===== config.mk =====
export PLATFORM = sky130hd
export DESIGN_NAME = xbus_strobe_ctrl
export DESIGN_NICKNAME = d
export VERILOG_FILES = /design/src/rtl/xbus_pkg.sv /design/src/rtl/xbus_seq.sv /design/src/rtl/xbus_addr_path.sv /design/src/rtl/xbus_strobe_drv.sv /design/src/rtl/xbus_strobe_ctrl.sv
export SDC_FILE = /design/constraint.sdc
export NUM_CORES = 1
export LEC_CHECK = 0
export BUFFER_PORTS_ARGS = -buffer_cell sky130_fd_sc_hd__buf_2
export CORE_MARGIN = 1.5
export CORE_UTILIZATION = 35
export CTS_BUF_LIST = sky130_fd_sc_hd__clkbuf_2
export CTS_CLUSTER_SIZE = 24
export DETAILED_ROUTE_END_ITERATION = 10
export PLACE_DENSITY = 0.64
export SYNTH_ARGS = -nofsm -noshare
export SYNTH_HDL_FRONTEND = slang
export SYNTH_SLANG_ARGS = --single-unit

===== constraint.sdc =====
create_clock -name clk -period 1.9 [get_ports clk]
set_input_delay 0.19 -clock clk [delete_from_list [all_inputs] [get_ports clk]]
set_output_delay 0.19 -clock clk [all_outputs]
set_load 0.005 [all_outputs]

===== src/rtl/xbus_pkg.sv =====
// Package: shared types for the external bus strobe sequencer.
// Assumes the request-kind encoding is fixed by the core that issues requests.
package xbus_pkg;
    typedef enum logic [1:0] {
        K_INT  = 2'b00,
        K_CODE = 2'b01,
        K_DPTR = 2'b10,
        K_PAGE = 2'b11
    } xkind_e;

    typedef enum logic [1:0] {
        PH_IDLE   = 2'b00,
        PH_SETUP  = 2'b01,
        PH_STROBE = 2'b10,
        PH_HOLD   = 2'b11
    } xphase_e;
endpackage


===== src/rtl/xbus_seq.sv =====
// Module: xbus_seq
// Steps each access through setup, strobe and hold phases.
// Assumes start is asserted only while ready is high.
module xbus_seq
    import xbus_pkg::*;
#(
    parameter int STROBE_CYC = 2
) (
    input  logic    clk,
    input  logic    rst_n,
    input  logic    start,
    output xphase_e phase,
    output logic    last_strobe,
    output logic    ready,
    output logic    done
);
    localparam int CNT_W = $clog2(STROBE_CYC + 1);
    localparam logic [CNT_W-1:0] CNT_LAST = CNT_W'(STROBE_CYC - 1);

    logic [CNT_W-1:0] cnt;

    // Phase register and strobe-length counter
    always_ff @(posedge clk) begin
        if (!rst_n) begin
            phase <= PH_IDLE;
            cnt   <= '0;
        end else begin
            case (phase)
                PH_IDLE:   if (start) phase <= PH_SETUP;
                PH_SETUP: begin
                    phase <= PH_STROBE;
                    cnt   <= '0;
                end
                PH_STROBE: begin
                    if (cnt == CNT_LAST) phase <= PH_HOLD;
                    else                 cnt   <= cnt + 1'b1;
                end
                default:   phase <= PH_IDLE;
            endcase
        end
    end

    // Status decodes from the phase
    always_comb begin
        ready       = (phase == PH_IDLE);
        done        = (phase == PH_HOLD);
        last_strobe = (phase == PH_STROBE) && (cnt == CNT_LAST);
    end

    assert_done_one_cycle_R7: assert property (@(posedge clk) disable iff (!rst_n)
        done |=> !done);
    assert_hold_after_strobe_R7: assert property (@(posedge clk) disable iff (!rst_n)
        (phase == PH_HOLD) |-> $past(last_strobe));
endmodule


===== src/rtl/xbus_addr_path.sv =====
// Module: xbus_addr_path
// Latches the request (address, kind, write flag and write data) when it is accepted.
// Captures read data when the strobe ends.
// Assumes paged requests carry their offset in the low LOW_W bits of the address.
module xbus_addr_path
    import xbus_pkg::*;
#(
    parameter int ADDR_W = 16,
    parameter int DATA_W = 8,
    parameter int LOW_W  = 8
) (
    input  logic                     clk,
    input  logic                     rst_n,
    input  logic                     start,
    input  xkind_e                   kind_in,
    input  logic                     write_in,
    input  logic [ADDR_W-1:0]        addr_in,
    input  logic [ADDR_W-LOW_W-1:0]  page_in,
    input  logic [DATA_W-1:0]        wdata_in,
    input  logic                     last_strobe,
    input  xphase_e                  phase,
    input  logic [DATA_W-1:0]        din,
    output xkind_e                   kind_q,
    output logic                     write_q,
    output logic [ADDR_W-1:0]        addr_q,
    output logic [DATA_W-1:0]        wdata_q,
    output logic [DATA_W-1:0]        rdata_q
);
    logic [ADDR_W-1:0] addr_next;

    // Forms the bus address from the request kind
    always_comb begin
        if (kind_in == K_PAGE) addr_next = {page_in, addr_in[LOW_W-1:0]};
        else                   addr_next = addr_in;
    end

    // Latches the request when it is accepted
    always_ff @(posedge clk) begin
        if (!rst_n) begin
            kind_q  <= K_INT;
            write_q <= 1'b0;
            addr_q  <= '0;
            wdata_q <= '0;
        end else if (start) begin
            kind_q  <= kind_in;
            write_q <= write_in && (kind_in != K_CODE);
            addr_q  <= addr_next;
            wdata_q <= wdata_in;
        end
    end

    // Captures read data on the edge that ends the strobe
    always_ff @(posedge clk) begin
        if (!rst_n)                       rdata_q <= '0;
        else if (last_strobe && !write_q) rdata_q <= din;
    end

    assert_addr_held_R7: assert property (@(posedge clk) disable iff (!rst_n)
        (phase != PH_IDLE && $past(phase) != PH_IDLE) |-> $stable(addr_q));
endmodule


===== src/rtl/xbus_strobe_drv.sv =====
// Module: xbus_strobe_drv
// Decodes the active-low strobes and the write-data enable from the phase and the latched request.
// Assumes the request kind and write flag stay constant while an access is in progress.
module xbus_strobe_drv
    import xbus_pkg::*;
#(
    parameter int DATA_W = 8
) (
    input  logic              clk,
    input  logic              rst_n,
    input  xphase_e           phase,
    input  xkind_e            kind_q,
    input  logic              write_q,
    input  logic [DATA_W-1:0] wdata_q,
    output logic              code_en_n,
    output logic              rd_n,
    output logic              wr_n,
    output logic              dout_oe,
    output logic [DATA_W-1:0] dout
);
    logic in_strobe;
    logic is_data;

    // Strobe and data-enable decode
    always_comb begin
        in_strobe = (phase == PH_STROBE);
        is_data   = (kind_q == K_DPTR) || (kind_q == K_PAGE);
        code_en_n = !(in_strobe && kind_q == K_CODE);
        rd_n      = !(in_strobe && is_data && !write_q);
        wr_n      = !(in_strobe && is_data && write_q);
        dout_oe   = in_strobe && is_data && write_q;
        dout      = wdata_q;
    end

    assert_one_strobe_R8: assert property (@(posedge clk) disable iff (!rst_n)
        $countones({!code_en_n, !rd_n, !wr_n}) <= 1);
    assert_drive_data_space_R4: assert property (@(posedge clk) disable iff (!rst_n)
        dout_oe |-> (kind_q != K_CODE && kind_q != K_INT));
endmodule


===== src/rtl/xbus_strobe_ctrl.sv =====
// Module: xbus_strobe_ctrl (top)
// Drives the external address and data bus with separate strobes for code space, data read and data write.
// Assumes a single outstanding request and no wait states.
module xbus_strobe_ctrl
    import xbus_pkg::*;
#(
    parameter int ADDR_W     = 16,
    parameter int DATA_W     = 8,
    parameter int LOW_W      = 8,
    parameter int STROBE_CYC = 2
) (
    input  logic                    clk,
    input  logic                    rst_n,
    input  logic                    req_valid,
    input  logic [1:0]              req_kind,
    input  logic                    req_write,
    input  logic [ADDR_W-1:0]       req_addr,
    input  logic [DATA_W-1:0]       req_wdata,
    input  logic [ADDR_W-LOW_W-1:0] page_reg,
    output logic                    ready,
    output logic                    done,
    output logic [DATA_W-1:0]       rdata,
    output logic [ADDR_W-1:0]       bus_addr,
    output logic [DATA_W-1:0]       bus_dout,
    output logic                    bus_dout_oe,
    input  logic [DATA_W-1:0]       bus_din,
    output logic                    code_en_n,
    output logic                    rd_n,
    output logic                    wr_n
);
    xkind_e            kind_in;
    xkind_e            kind_q;
    xphase_e           phase;
    logic              start;
    logic              last_strobe;
    logic              write_q;
    logic [DATA_W-1:0] wdata_q;

    // Accept decode: an internal-memory request never starts a bus cycle
    always_comb begin
        kind_in = xkind_e'(req_kind);
        start   = req_valid && ready && (kind_in != K_INT);
    end

    xbus_seq #(.STROBE_CYC(STROBE_CYC)) u_seq (
        .clk(clk), .rst_n(rst_n), .start(start), .phase(phase),
        .last_strobe(last_strobe), .ready(ready), .done(done)
    );

    xbus_addr_path #(.ADDR_W(ADDR_W), .DATA_W(DATA_W), .LOW_W(LOW_W)) u_addr (
        .clk(clk), .rst_n(rst_n), .start(start), .kind_in(kind_in),
        .write_in(req_write), .addr_in(req_addr), .page_in(page_reg),
        .wdata_in(req_wdata), .last_strobe(last_strobe), .phase(phase),
        .din(bus_din), .kind_q(kind_q), .write_q(write_q), .addr_q(bus_addr),
        .wdata_q(wdata_q), .rdata_q(rdata)
    );

    xbus_strobe_drv #(.DATA_W(DATA_W)) u_drv (
        .clk(clk), .rst_n(rst_n), .phase(phase), .kind_q(kind_q),
        .write_q(write_q), .wdata_q(wdata_q), .code_en_n(code_en_n),
        .rd_n(rd_n), .wr_n(wr_n), .dout_oe(bus_dout_oe), .dout(bus_dout)
    );

    assert_idle_quiet_R1: assert property (@(posedge clk) disable iff (!rst_n)
        ready |-> (code_en_n && rd_n && wr_n && !bus_dout_oe && !done));
    assert_addr_before_strobe_R7: assert property (@(posedge clk) disable iff (!rst_n)
        ($fell(code_en_n) || $fell(rd_n) || $fell(wr_n)) |-> $stable(bus_addr));
endmodule


* Word level (Yosys, flattened, before mapping) *
Index checks and enable logic that the tools add are counted.
W data, S select, Z words.

word-level totals
  bits in registers = 39
  word-level logic and storage cells = 45

operators by class
  muxes and demuxes = 6
  add/sub/neg operators = 1
  equal/unequal tests = 12
  reductions and logical operators = 19

operators by type and width
  kind                   number
  $mux W16               1
  $eq A2 B2 Y1 const B   5
  $logic_and A1 B1 Y1    9
  $eq A2 B1 Y1 const B   3
  $mux W2                3
  $pmux W2 S3            1
  $logic_not A1 Y1       4
  $ne A2 B1 Y1 const B   2
  $ne A2 B2 Y1 const B   2
  $pmux W2 S2            1
  $reduce_and A2 Y1      2
  $reduce_bool A2 Y1     2
  $add A2 B1 Y2 const B  1
  $logic_not A2 Y1       1
  $logic_or A1 B1 Y1     1

* Longest topological paths before layout *
Gate-level depths: netlist of the first run.

  depth after elaboration = 5
  mapped depth = 7
  gate-level depth less buffers = 5

* Cells and area by module *
Synthesis of the first run repeated with hierarchy kept, for this count alone.

unflattened totals
  cells, all modules = 181
  area total of the unflattened synthesis = 1813.0 sq um

modules (own cells, without submodules)
  module            times used  area each (sq um)  cells each  sequential area each (sq um)
  xbus_addr_path    1           1397.6             135         700.7
  xbus_seq          1           304.0              33          80.1
  xbus_strobe_drv   1           101.3              12          0.0
  xbus_strobe_ctrl  1           10.0               1           0.0

* Least setup slack after synthesis of the first run *
OpenSTA, ideal clock, no wires.

  path type = reg-to-reg
  start point = register u_seq.phase[0]
  end point = register u_addr.addr_q[11]
  stages on the path, launching flop included = 8
  library setup time = 118 ps
  data required time = 1782 ps
  setup slack = 497 ps
  path buffers = 2
  clock period less this slack = 1403 ps
  arrival = 1285 ps
  cells stage by stage = dfxtp_1 > inv_1 > ha_1 > clkbuf_2 > o211a_4 > buf_8 > o21ai_1 > a21oi_1

on the way
  longest elaborated chain between the ends = 3

ends and longest elaborated chain
  what                               line                    RTL
  from (decl)                        xbus_seq.sv:12          output xphase_e phase,
  from (signal assigned)             xbus_seq.sv:25          phase <= PH_IDLE;
  from (signal assigned)             xbus_seq.sv:29          PH_IDLE: if (start) phase <= PH_SETUP;
  from (signal assigned)             xbus_seq.sv:31          phase <= PH_STROBE;
  $logic_not A2 Y1                   xbus_seq.sv:45          ready = (phase == PH_IDLE);
  via ready                          xbus_strobe_ctrl.sv:20  output logic ready,
  $logic_and A1 B1 Y1 (2 in series)  xbus_strobe_ctrl.sv:42  start = req_valid && ready && (kind_in != K_INT);
  to (signal assigned)               xbus_addr_path.sv:47    addr_q <= addr_next;
  to (decl)                          xbus_addr_path.sv:25    output logic [ADDR_W-1:0] addr_q,

The timed path passes the listed nets, and every way through them passes these cells.
A chain may end at the register's enable or synchronous reset.

* Worst setup path in the final report of the first run *
  start point = register u_seq.phase[0]
  end point = output bus_dout_oe

on the way
  longest elaborated chain between the ends = 3

ends and longest elaborated chain
  what                               line                    RTL
  $eq A2 B2 Y1                       xbus_strobe_drv.sv:26   in_strobe = (phase == PH_STROBE);
  $logic_and A1 B1 Y1 (2 in series)  xbus_strobe_drv.sv:31   dout_oe = in_strobe && is_data && write_q;
  to (decl)                          xbus_strobe_ctrl.sv:25  output logic bus_dout_oe,

Every way passes these cells.

==> impl_metrics.csv, run 1 <==
group,metric,value,unit
status,status,"complete, but fails checks",
status,violations,"design-rule violations",
sta,fin_tns_setup,0,ns
detailed_routing,first_pass_iters,9,
floorplan,die-area,0.00513,sq mm
sta,setup_ws,0.204,ns
global_routing,grt_max_degree,33,
synth,ys_seq_area_frac,0.474,
clock_tree,cts_tree,"yes",
sta,skew,0.0282,ns
place,dp_hpwl,2530,microns
floorplan,die_w,71.6,microns
floorplan,floorplan.initialDensity,0.371,
clock_tree,clock_latency,0.39,ns
power,finalPower,2.20,mW
sta,slew_headroom,0.646,
detailed_routing,drt-total-wl,3600,microns
global_routing,antenna_found_initial,0,
synth,netlist.area_leader.share,0.474,
floorplan,die_y,71.6,microns
floorplan,io_pins,84,
synth,synth_edf_count,0,
detailed_routing,post_drt_wl_per_cell,11.0,microns
sta,rsz0062_at_grt,"false",
worst_setup_path,r2r_start,"u_seq.phase[0]$_SDFFE_PN0P_",
clock_tree,cts_buffers,5,
clock_tree,cts_root_buf,"clkbuf_2",
worst_setup_path,end_kind,"output pin",
floorplan,num_rows,24,
clock_tree,cts_max_path_buffers,2,
synth,ys_top_cells_by_area,"dfxtp_1, mux2i_1, nand2_1, a21oi_1, ha_1",
sta,clock.fmax,590,MHz
clock_tree,cts.sinks,39,
final_layout,antenna_cells,0,
synth,synthFlopType,"dfxtp_1",
sta,tightest_slew,0.529,ns
clock_tree,cts_resized,0,
detailed_routing,avgViaCountPerCell,4.61,
min_path,hold_class,"in2reg",
power,leakagePower,1.15,nW
sta,fin_crit,1.70,ns
min_path,holdPathEnd,"u_addr.addr_q[5]$_SDFFE_PN0P_",
worst_setup_path,worstPathArrival,1.51,ns
floorplan,coreArea,0.00444,sq mm
place,place_ws,0.271,ns
synth,syn-num-nets,233,
global_routing,track_usage,0.145,
synth,syn_avg_cell_area,9.10,sq um
worst_setup_path,rr_worst_depth,5,
synth,ys_types,26,
final_layout,area_delta_synth_final,36.1,%
clock_tree,cts-htree-levels,2,
synth,yosys_warnings,0,
sta,hold_violations,0,
final_layout,final_nets,326,
worst_setup_path,rr_endpoint,"u_addr.wdata_q[7]$_SDFFE_PN0P_",
global_routing,grt_pass1_wl,5930,microns
synth,async_flop_share,0,
clock_tree,path_clk_slew,0.21,ns
worst_setup_path,worstSetupPathType,"reg2out",
worst_setup_path,cp_max_fo,7,
global_routing,grt_pass1_vias,1417,
worst_setup_path,crit_path_start_kind,"flop",
min_path,hold_path_depth,3,
synth,netlist_instances,181,
sta,slew_viol_final,0,
synth,synth_largest_area_cell,"dfxtp_1",
sta,fin_crit_sh,0.893,
synth,synth_area,0.00165,sq mm
run,max_cap_violations,0,
place,port-buffer-count,83,
detailed_routing,via_count,1507,
sta,setup_viol,0,
detailed_routing,drc,5,
detailed_routing,ant_nets,0,
power,ir_drop,0.000361,V
worst_setup_path,worstPathRequired,1.71,ns
power,power_density,980,mW/mm^2
place,gp_congestion,0.721,
min_path,min_from,"req_addr[5]",
final_layout,drive_gt1_frac,0.360,
detailed_routing,drt-initial-drc-count,65,
worst_setup_path,r2r_setup_slack,0.23,ns
global_routing,grt_overflow_total,0,
synth,synth_seq_cells,39,
sta,holdWs,0.0318,ns
==> critical path, cell delays in order (launching register included) <==
cell and delay (ns):
dfxtp_1 0.45, inv_1 0.09, ha_1 0.27, nand3_1 0.13
inv_1 0.04, buf_2 0.12
==> power by group <==
part | total [mW] | internal (mW) | switching (mW)
Clock | 0.479 | 0.217 | 0.262
Sequential | 1.03 | 0.949 | 0.0824
Combinational | 0.686 | 0.313 | 0.374
==> cells in the mapped netlist (5+ instances only) <==
library cell and count:
dfxtp_1 39, nand2_1 38, a21oi_1 28, mux2i_1 18
nor2_1 9, ha_1 6, inv_1 5, nand3_1 5
o21ai_1 5
==> routing by layer <==
| metal | vias up | wire [microns] | track usage |
|---|---|---|---|
| li1 | 794 | - | - |
| met1 | 650 | 1660 | 0.176 |
| met2 | 55 | 1590 | 0.240 |
| met3 | 8 | 295 | 0.0464 |
| met4 | 0 | 53 | 0.0566 |
| met5 | - | 0 | 0 |
==> cell usage in the layout (no fill, tap or decap), drive strengths merged, types with 3 or more instances in the layout <==
| cell | n |
|---|---|
| o21ai | 9 |
| nand3b | 3 |
| buf | 84 |
| nand2 | 39 |
| nand3 | 5 |
| clkbuf | 5 |
| inv | 5 |
| nor2 | 9 |
| ha | 6 |
| dlygate4sd3 | 12 |
| a21oi | 29 |
| dfxtp | 39 |
| mux2i | 18 |
==> flip-flops by register name (all words and copies together), names as in the netlist <==
name / flops
u_addr.wdata_q: 8
u_seq.cnt: 2
u_addr.kind_q: 2
u_addr.write_q: 1
u_addr.rdata_q: 8
u_addr.addr_q: 16
u_seq.phase: 2
==> layout make-up <==
type                            instances  area (sq um)
Tap cell                               52          65.1
Sequential cell                        39           781
Inverter                                5          18.8
Multi-Input combinational cell        127           771
Clock buffer                            5          25.0
Timing Repair Buffer                   96           543
Clock inverter                          3          38.8
Fill cell                             448          2200
==> timing repair <==
| item | 4_1_cts | 5_1_grt |
|---|---|---|
| hold buffers | 8 | 4 |
| endpoints found under the hold margin | 8 | 4 |
| buffers inserted | 0 | 0 |
==> worst max path at each step <==
stage	startpoint	slack (ns)	end	depth (start not counted)
2_1_floorplan	u_seq.phase[0]$_SDFFE_PN0P_	0.50	u_addr.addr_q[11]$_SDFFE_PN0P_	7
3_3_place_gp	u_seq.phase[0]$_SDFFE_PN0P_	0.35	u_addr.rdata_q[7]$_SDFFE_PN0P_	5
3_5_place_dp	u_seq.phase[0]$_SDFFE_PN0P_	0.27	u_addr.rdata_q[5]$_SDFFE_PN0P_	5
4_1_cts	u_seq.phase[0]$_SDFFE_PN0P_	0.16	bus_dout_oe	5
5_1_grt	u_seq.phase[0]$_SDFFE_PN0P_	0.05	bus_dout_oe	5
6_report	u_seq.phase[0]$_SDFFE_PN0P_	0.20	bus_dout_oe	5
==> logic make-up (layout without fill, tap and decap cells) <==
kind of cell	Yosys count	count (layout)	synth area share
AO/OA/AOI/OAI	41	41	0.150
adder cells (fa/ha/maj)	6	6	0.0456
buffers and inverters	15	109	0.0585
flip-flops	39	39	0.474
multiplexers	18	18	0.109
AND/OR/NAND/NOR	62	62	0.162
==> per-stage QoR <==
stage / cells / area [sq um] / utilization
final: 327 / 2240 / 0.505
after global routing: 327 / 2240 / 0.505
after CTS: 323 / 2200 / 0.495
after detailed placement: 307 / 2060 / 0.463
after global placement: 307 / 2060 / 0.463
after floorplan: 181 / 1650 / -
No activity file was read; power rests on OpenSTA's default activity.
==> run 2, diff against run 1 <==
--- a/config.mk
+++ b/config.mk
@@ -11,7 +11,7 @@
 export CTS_BUF_LIST = sky130_fd_sc_hd__clkbuf_2
 export CTS_CLUSTER_SIZE = 24
 export DETAILED_ROUTE_END_ITERATION = 10
-export PLACE_DENSITY = 0.64
+export PLACE_DENSITY_LB_ADDON = 0.2
 export SYNTH_ARGS = -nofsm -noshare
 export SYNTH_HDL_FRONTEND = slang
 export SYNTH_SLANG_ARGS = --single-unit
==> constraint.sdc (replaced) <==
create_clock -name clk -period 1.9 [get_ports clk]
set_input_delay 0.19 -clock clk [delete_from_list [all_inputs] [get_ports clk]]
set_output_delay 0.19 -clock clk [all_outputs]
set_load 0.02 [all_outputs]
==> run 2 against run 1 <==
  * The run now ends clean
  * Clock power down 24%
  * Maximum frequency grew 0.81%
  * Combinational power up 21%
  * Via count up 3.3%
  * Sequential power barely moved
  * Register-to-register slack better by 0.05 ns
  * Final area is 1.7% higher
  * Utilization increased by 0.87 points
  * Power increased by 1.4%
  * Clock-buffer cell count rose by 1
  * Non-clock buffer count rose by 6
  * Global-route usage grew 0.86 points
  * Largest cell class unchanged
  * Highest routed layer unchanged
==> impl_metrics.csv, run 2 (synthesis results as in run 1) <==
group,metric,value,unit
floorplan,coreArea,0.00444,sq mm
final_layout,final_common_cell,"buf_2",
global_routing,grt_max_degree,33,
final_layout,antenna_cells,0,
floorplan,die_y,71.6,microns
final_layout,area_delta_synth_final,38.4,%
global_routing,grt_overflow_total,0,
sta,skew,0.0120,ns
place,place_ws,0.287,ns
sta,hold_violations,0,
power,leakagePower,1.16,nW
global_routing,track_usage,0.154,
final_layout,top_register,"u_addr.addr_q",
place,gp_congestion,0.729,
clock_tree,cts_buffers,5,
place,placed_cells_incl_taps,307,
worst_setup_path,end_kind,"output pin",
run,max_cap_violations,0,
sta,rsz0062_at_grt,"false",
detailed_routing,drt-total-wl,3840,microns
final_layout,layout_common_cells,"buf_2, dfxtp_1, nand2_1",
power,power_frac_seq,0.464,
clock_tree,path_clk_slew,0.19,ns
clock_tree,clock_latency,0.38,ns
final_layout,largest_reg_flops,16,
detailed_routing,via_count,1557,
power,switchingPower,0.860,mW
floorplan,die_w,71.6,microns
detailed_routing,first_pass_iters,6,
power,power_density,976,mW/mm^2
power,sw_frac_of_total,0.386,
clock_tree,hold_buffers,17,
power,ir_drop,0.000362,V
detailed_routing,post_drt_wl_per_cell,11.5,microns
detailed_routing,ant_nets,0,
clock_tree,cts-htree-levels,2,
final_layout,final_nets,332,
floorplan,die-area,0.00513,sq mm
worst_setup_path,cp_max_fo,7,
clock_tree,cts_root_buf,"clkbuf_2",
worst_setup_path,crit_path_start_kind,"flop",
floorplan,num_rows,24,
sta,setup_ws,0.218,ns
sta,setup_viol,0,
sta,fin_tns_setup,0,ns
sta,slew_headroom,0.644,
power,intPower,1.37,mW
final_layout,reg.largest.list,"u_addr.addr_q: 16 flops, u_addr.rdata_q: 8 flops, u_addr.wdata_q: 8 flops",
final_layout,drive_gt1_frac,0.356,
sta,tightest_slew,0.532,ns
power,pwr-share-clk,0.163,
place,port-buffer-count,83,
sta,clock.fmax,594,MHz
power,combPwrFrac,0.373,
detailed_routing,drc,0,
final_layout,ff_latch_area,781,sq um
final_layout,multi_input_area,771,sq um
final_layout,stdcell_count,333,
floorplan,floorplan.initialDensity,0.371,
clock_tree,cts_max_path_buffers,2,
sta,slew_viol_final,0,
place,dp_hpwl,2540,microns
worst_setup_path,worstPathArrival,1.49,ns
floorplan,io_pins,84,
sta,fin_crit_sh,0.885,
worst_setup_path,worstPathRequired,1.71,ns
detailed_routing,drt-initial-drc-count,62,
clock_tree,cts_setup_buffers,0,
min_path,hold_class,"in2reg",
detailed_routing,avgViaCountPerCell,4.68,
clock_tree,cts_resized,0,
final_layout,finish.utilization,0.513,
clock_tree,cts_tree,"yes",
sta,fin_crit,1.68,ns
power,finalPower,2.23,mW
status,status,"finished, final reports clean",
global_routing,grt_pass1_vias,1502,
clock_tree,cts.sinks,39,
worst_setup_path,worstSetupPathType,"reg2out",
global_routing,grt_pass1_wl,6280,microns
final_layout,nFillCells,440,
global_routing,antenna_found_initial,0,
[run 2: changes by cell type in the layout (fill, tap and decap cells not counted), sizes merged]
| cell | delta |
|---|---|
| bufinv | -1 |
| clkbuf | +1 |
| clkinv | -1 |
| clkinvlp | +1 |
| dlygate4sd3 | +6 |
[run 2: path summary, 6_finish.rpt]
path	startpoint	end	slack, ns	cells past startpoint
setup / recovery	u_seq.phase[0]$_SDFFE_PN0P_	bus_dout_oe	0.22	5
hold / removal	bus_din[0]	u_addr.rdata_q[0]$_SDFFE_PN0P_	0.03	3
setup reg to reg	u_seq.phase[1]$_SDFFE_PN0P_	u_addr.addr_q[15]$_SDFFE_PN0P_	0.28	5
hold reg to reg	u_addr.addr_q[1]$_SDFFE_PN0P_	u_addr.addr_q[1]$_SDFFE_PN0P_	0.47	2
[run 2: metrics by stage]
| step | hold slack [ns] | cell area [sq um] |
|---|---|---|
| floorplan | 0.326 | 1650 |
| global placement | 0.423 | 2060 |
| detailed placement | 0.429 | 2060 |
| CTS | 0.00129 | 2270 |
| global route | 0.00556 | 2280 |
| finish | 0.0280 | 2280 |
[run 2: final cells by class]
cell class | instances | area share
multi-input combinational | 127 | 0.338
sequential | 39 | 0.342
clock buffer | 6 | 0.0132
clock inverter | 2 | 0.00549
inverter | 5 | 0.00823
tap | 52 | 0.0285
timing repair buffer | 102 | 0.264
[run 2: routing by layer]
layer  vias to the layer above  routed length (microns)  global-route usage
met5                         -                        0                   0
met4                         0                      104              0.0629
met3                        11                      297              0.0534
met2                        67                     1720               0.259
met1                       672                     1720               0.178
li1                        807                        -                   -
[run 2: power groups by stage]
stage	Sequential, mW	Clock [mW]	Combinational (mW)
final	1.03	0.363	0.831
after global routing	1.05	0.413	0.916
after CTS	1.03	0.384	0.838
after detailed placement	1.05	0	0.811
after global placement	1.05	0	0.809
after floorplan	1.16	0	0.516
[run 2: critical path: stages (launching register included)]
cell	delay (ns)
dfxtp_1	0.44
inv_1	0.08
ha_1	0.27
nand3_1	0.14
inv_1	0.04
buf_2	0.15
==> run 3, diff against run 2 <==
--- a/config.mk
+++ b/config.mk
@@ -5,13 +5,13 @@
 export SDC_FILE = /design/constraint.sdc
 export NUM_CORES = 1
 export LEC_CHECK = 0
+export ABC_CLOCK_PERIOD_IN_PS = 1900
 export BUFFER_PORTS_ARGS = -buffer_cell sky130_fd_sc_hd__buf_2
 export CORE_MARGIN = 1.5
-export CORE_UTILIZATION = 35
+export CORE_UTILIZATION = 25
 export CTS_BUF_LIST = sky130_fd_sc_hd__clkbuf_2
 export CTS_CLUSTER_SIZE = 24
 export DETAILED_ROUTE_END_ITERATION = 10
-export PLACE_DENSITY_LB_ADDON = 0.2
 export SYNTH_ARGS = -nofsm -noshare
 export SYNTH_HDL_FRONTEND = slang
 export SYNTH_SLANG_ARGS = --single-unit
==> run 3 against run 2 <==
  * Final area is 1.5% higher
  * Global-route usage is 4.1 points lower
  * Combinational power is 0.7% higher
  * Utilization is 15 points lower
  * Register-to-register slack hardly changed
  * Critical path type unchanged
  * Via count is 0.19% lower
  * Clock-buffer cell count stayed put
  * Maximum frequency hardly changed
  * First-iteration DRC count stayed put
  * Sequential share of layout area is 0.39 points lower
==> impl_metrics.csv, run 3 (synthesis results as in run 1) <==
group,metric,value,unit
status,status,"finished, final reports clean",
power,power_density,969,mW/mm^2
global_routing,grt_pass1_vias,1494,
clock_tree,cts.sinks,39,
run,max_cap_violations,0,
final_layout,reg.largest.list,"u_addr.addr_q: 16 flops, u_addr.rdata_q: 8 flops, u_addr.wdata_q: 8 flops",
global_routing,track_usage,0.112,
power,leakagePower,1.16,nW
worst_setup_path,cpMostUsedCell,"inv_1",
clock_tree,cts_root_buf,"clkbuf_2",
floorplan,die_w,84.2,microns
detailed_routing,ant_nets,0,
global_routing,grt.busiest_layer,"met2",
clock_tree,clock_latency,0.38,ns
final_layout,area_delta_synth_final,40.5,%
sta,skew,0.0131,ns
sta,hold_violations,0,
detailed_routing,avgViaCountPerCell,4.34,
power,ir_drop,0.000385,V
detailed_routing,via_count,1554,
final_layout,final_common_cell,"buf_2",
sta,clock.fmax,595,MHz
detailed_routing,first_pass_iters,4,
worst_setup_path,cp_max_fo,7,
worst_setup_path,end_kind,"output pin",
floorplan,die_y,84.2,microns
worst_setup_path,crit_path_start_kind,"flop",
clock_tree,path_clk_slew,0.20,ns
floorplan,coreArea,0.00635,sq mm
sta,rsz0062_at_grt,"false",
global_routing,grt_util_met1,0.140,
min_path,hold_class,"in2reg",
worst_setup_path,path_cells,"inv_1 -> ha_1 -> nand3_1 -> inv_1 -> buf_2",
place,port-buffer-count,83,
final_layout,final_nets,332,
place,place_ws,0.288,ns
clock_tree,cts-htree-levels,2,
final_layout,top_register,"u_addr.addr_q",
global_routing,grt_pass1_wl,6490,microns
final_layout,antenna_cells,0,
sta,slew_viol_final,0,
clock_tree,cts_tree,"yes",
final_layout,largest_reg_flops,16,
global_routing,grt_overflow_total,0,
final_layout,drive_gt1_frac,0.363,
detailed_routing,drt-initial-drc-count,62,
worst_setup_path,cp_num_buf_inv,3,
worst_setup_path,crit_family,"flip-flops",
final_layout,nFillCells,655,
sta,slew_headroom,0.644,
global_routing,gr-usage-met3,0.0305,
sta,fin_crit,1.68,ns
floorplan,io_pins,84,
floorplan,num_rows,29,
worst_setup_path,critPathMaxStageDelay,0.39,ns
floorplan,floorplan.initialDensity,0.260,
detailed_routing,drc,0,
final_layout,multi_input_area,771,sq um
global_routing,grt_max_degree,33,
worst_setup_path,worstPathRequired,1.71,ns
final_layout,ff_latch_area,783,sq um
sta,setup_viol,0,
worst_setup_path,worstSetupPathType,"reg2out",
place,dp_hpwl,2680,microns
sta,fin_tns_setup,0,ns
detailed_routing,drt-total-wl,3920,microns
final_layout,layout_common_cells,"buf_2, nand2_1, dfxtp_1",
sta,fin_crit_sh,0.885,
global_routing,antenna_found_initial,0,
place,gp_congestion,0.690,
clock_tree,cts_buffers,5,
worst_setup_path,worstPathArrival,1.49,ns
sta,tightest_slew,0.531,ns
floorplan,die-area,0.00709,sq mm
clock_tree,cts_max_path_buffers,2,
global_routing,grtUsageMet2,0.185,
worst_setup_path,crit_slowest_cell,"dfxtp_2",
sta,setup_ws,0.218,ns
detailed_routing,post_drt_wl_per_cell,10.9,microns
run 3: cell counts in the layout (fill, tap and decap cells not counted):
Identical to the previous run, type by type.
run 3: cell type report:
cell class                 count  share of cell area
clock buffer                   6              0.0130
inverter                       5             0.00811
sequential                    39               0.338
tap                           77              0.0416
timing repair buffer         102               0.261
clock inverter                 2             0.00541
multi-input combinational    127               0.333
run 3: path summary, 6_finish.rpt:
kind	startpoint	endpoint	slack (ns)	cells past startpoint
worst max register to register	u_seq.phase[0]$_SDFFE_PN0P_	u_addr.addr_q[2]$_SDFFE_PN0P_	0.28	5
worst min-delay path	bus_din[0]	u_addr.rdata_q[0]$_SDFFE_PN0P_	0.04	3
worst min register to register	u_addr.wdata_q[1]$_SDFFE_PN0P_	u_addr.wdata_q[1]$_SDFFE_PN0P_	0.47	2
worst max-delay path	u_seq.phase[0]$_SDFFE_PN0P_	bus_dout_oe	0.22	5
run 3: worst min-delay path: stages:
cell	delay, ns
buf_2	0.08
mux2i_1	0.06
nor2_1	0.07
run 3: timing repair:
item / in CTS / in global routing
hold buffers: 18 / 0
setup buffers: 0 / 0
setup endpoints to repair: 0 / 2
endpoints found under the hold margin: 18 / 0
resized for setup: 0 / 2
run 3: power by group:
part | leakage (nW) | internal [mW] | switching (mW)
Sequential | 0.319 | 0.954 | 0.0836
Combinational | 0.814 | 0.325 | 0.512
Clock | 0.0290 | 0.0940 | 0.275
Total | 1.16 | 1.37 | 0.871
run 3: layer usage:
layer / up-vias / share of wire / routed length [microns]
met2: 55 / 0.48 / 1870
met3: 2 / 0.057 / 224
met5: - / 0 / 0
met4: 0 / 0.0056 / 22
li1: 807 / - / -
met1: 690 / 0.46 / 1800
run 3: stage by stage:
stage / instances / cell area [sq um] / power [mW] / hold WS [ns] / util
2_1_floorplan: 181 / 1650 / 1.67 / 0.326 / -
3_3_place_gp: 332 / 2090 / 1.86 / 0.424 / 0.329
3_5_place_dp: 332 / 2090 / 1.86 / 0.436 / 0.329
4_1_cts: 358 / 2310 / 2.28 / 0.00687 / 0.364
5_1_grt: 358 / 2310 / 2.42 / 0.00254 / 0.365
6_report: 358 / 2310 / 2.24 / 0.0431 / 0.365
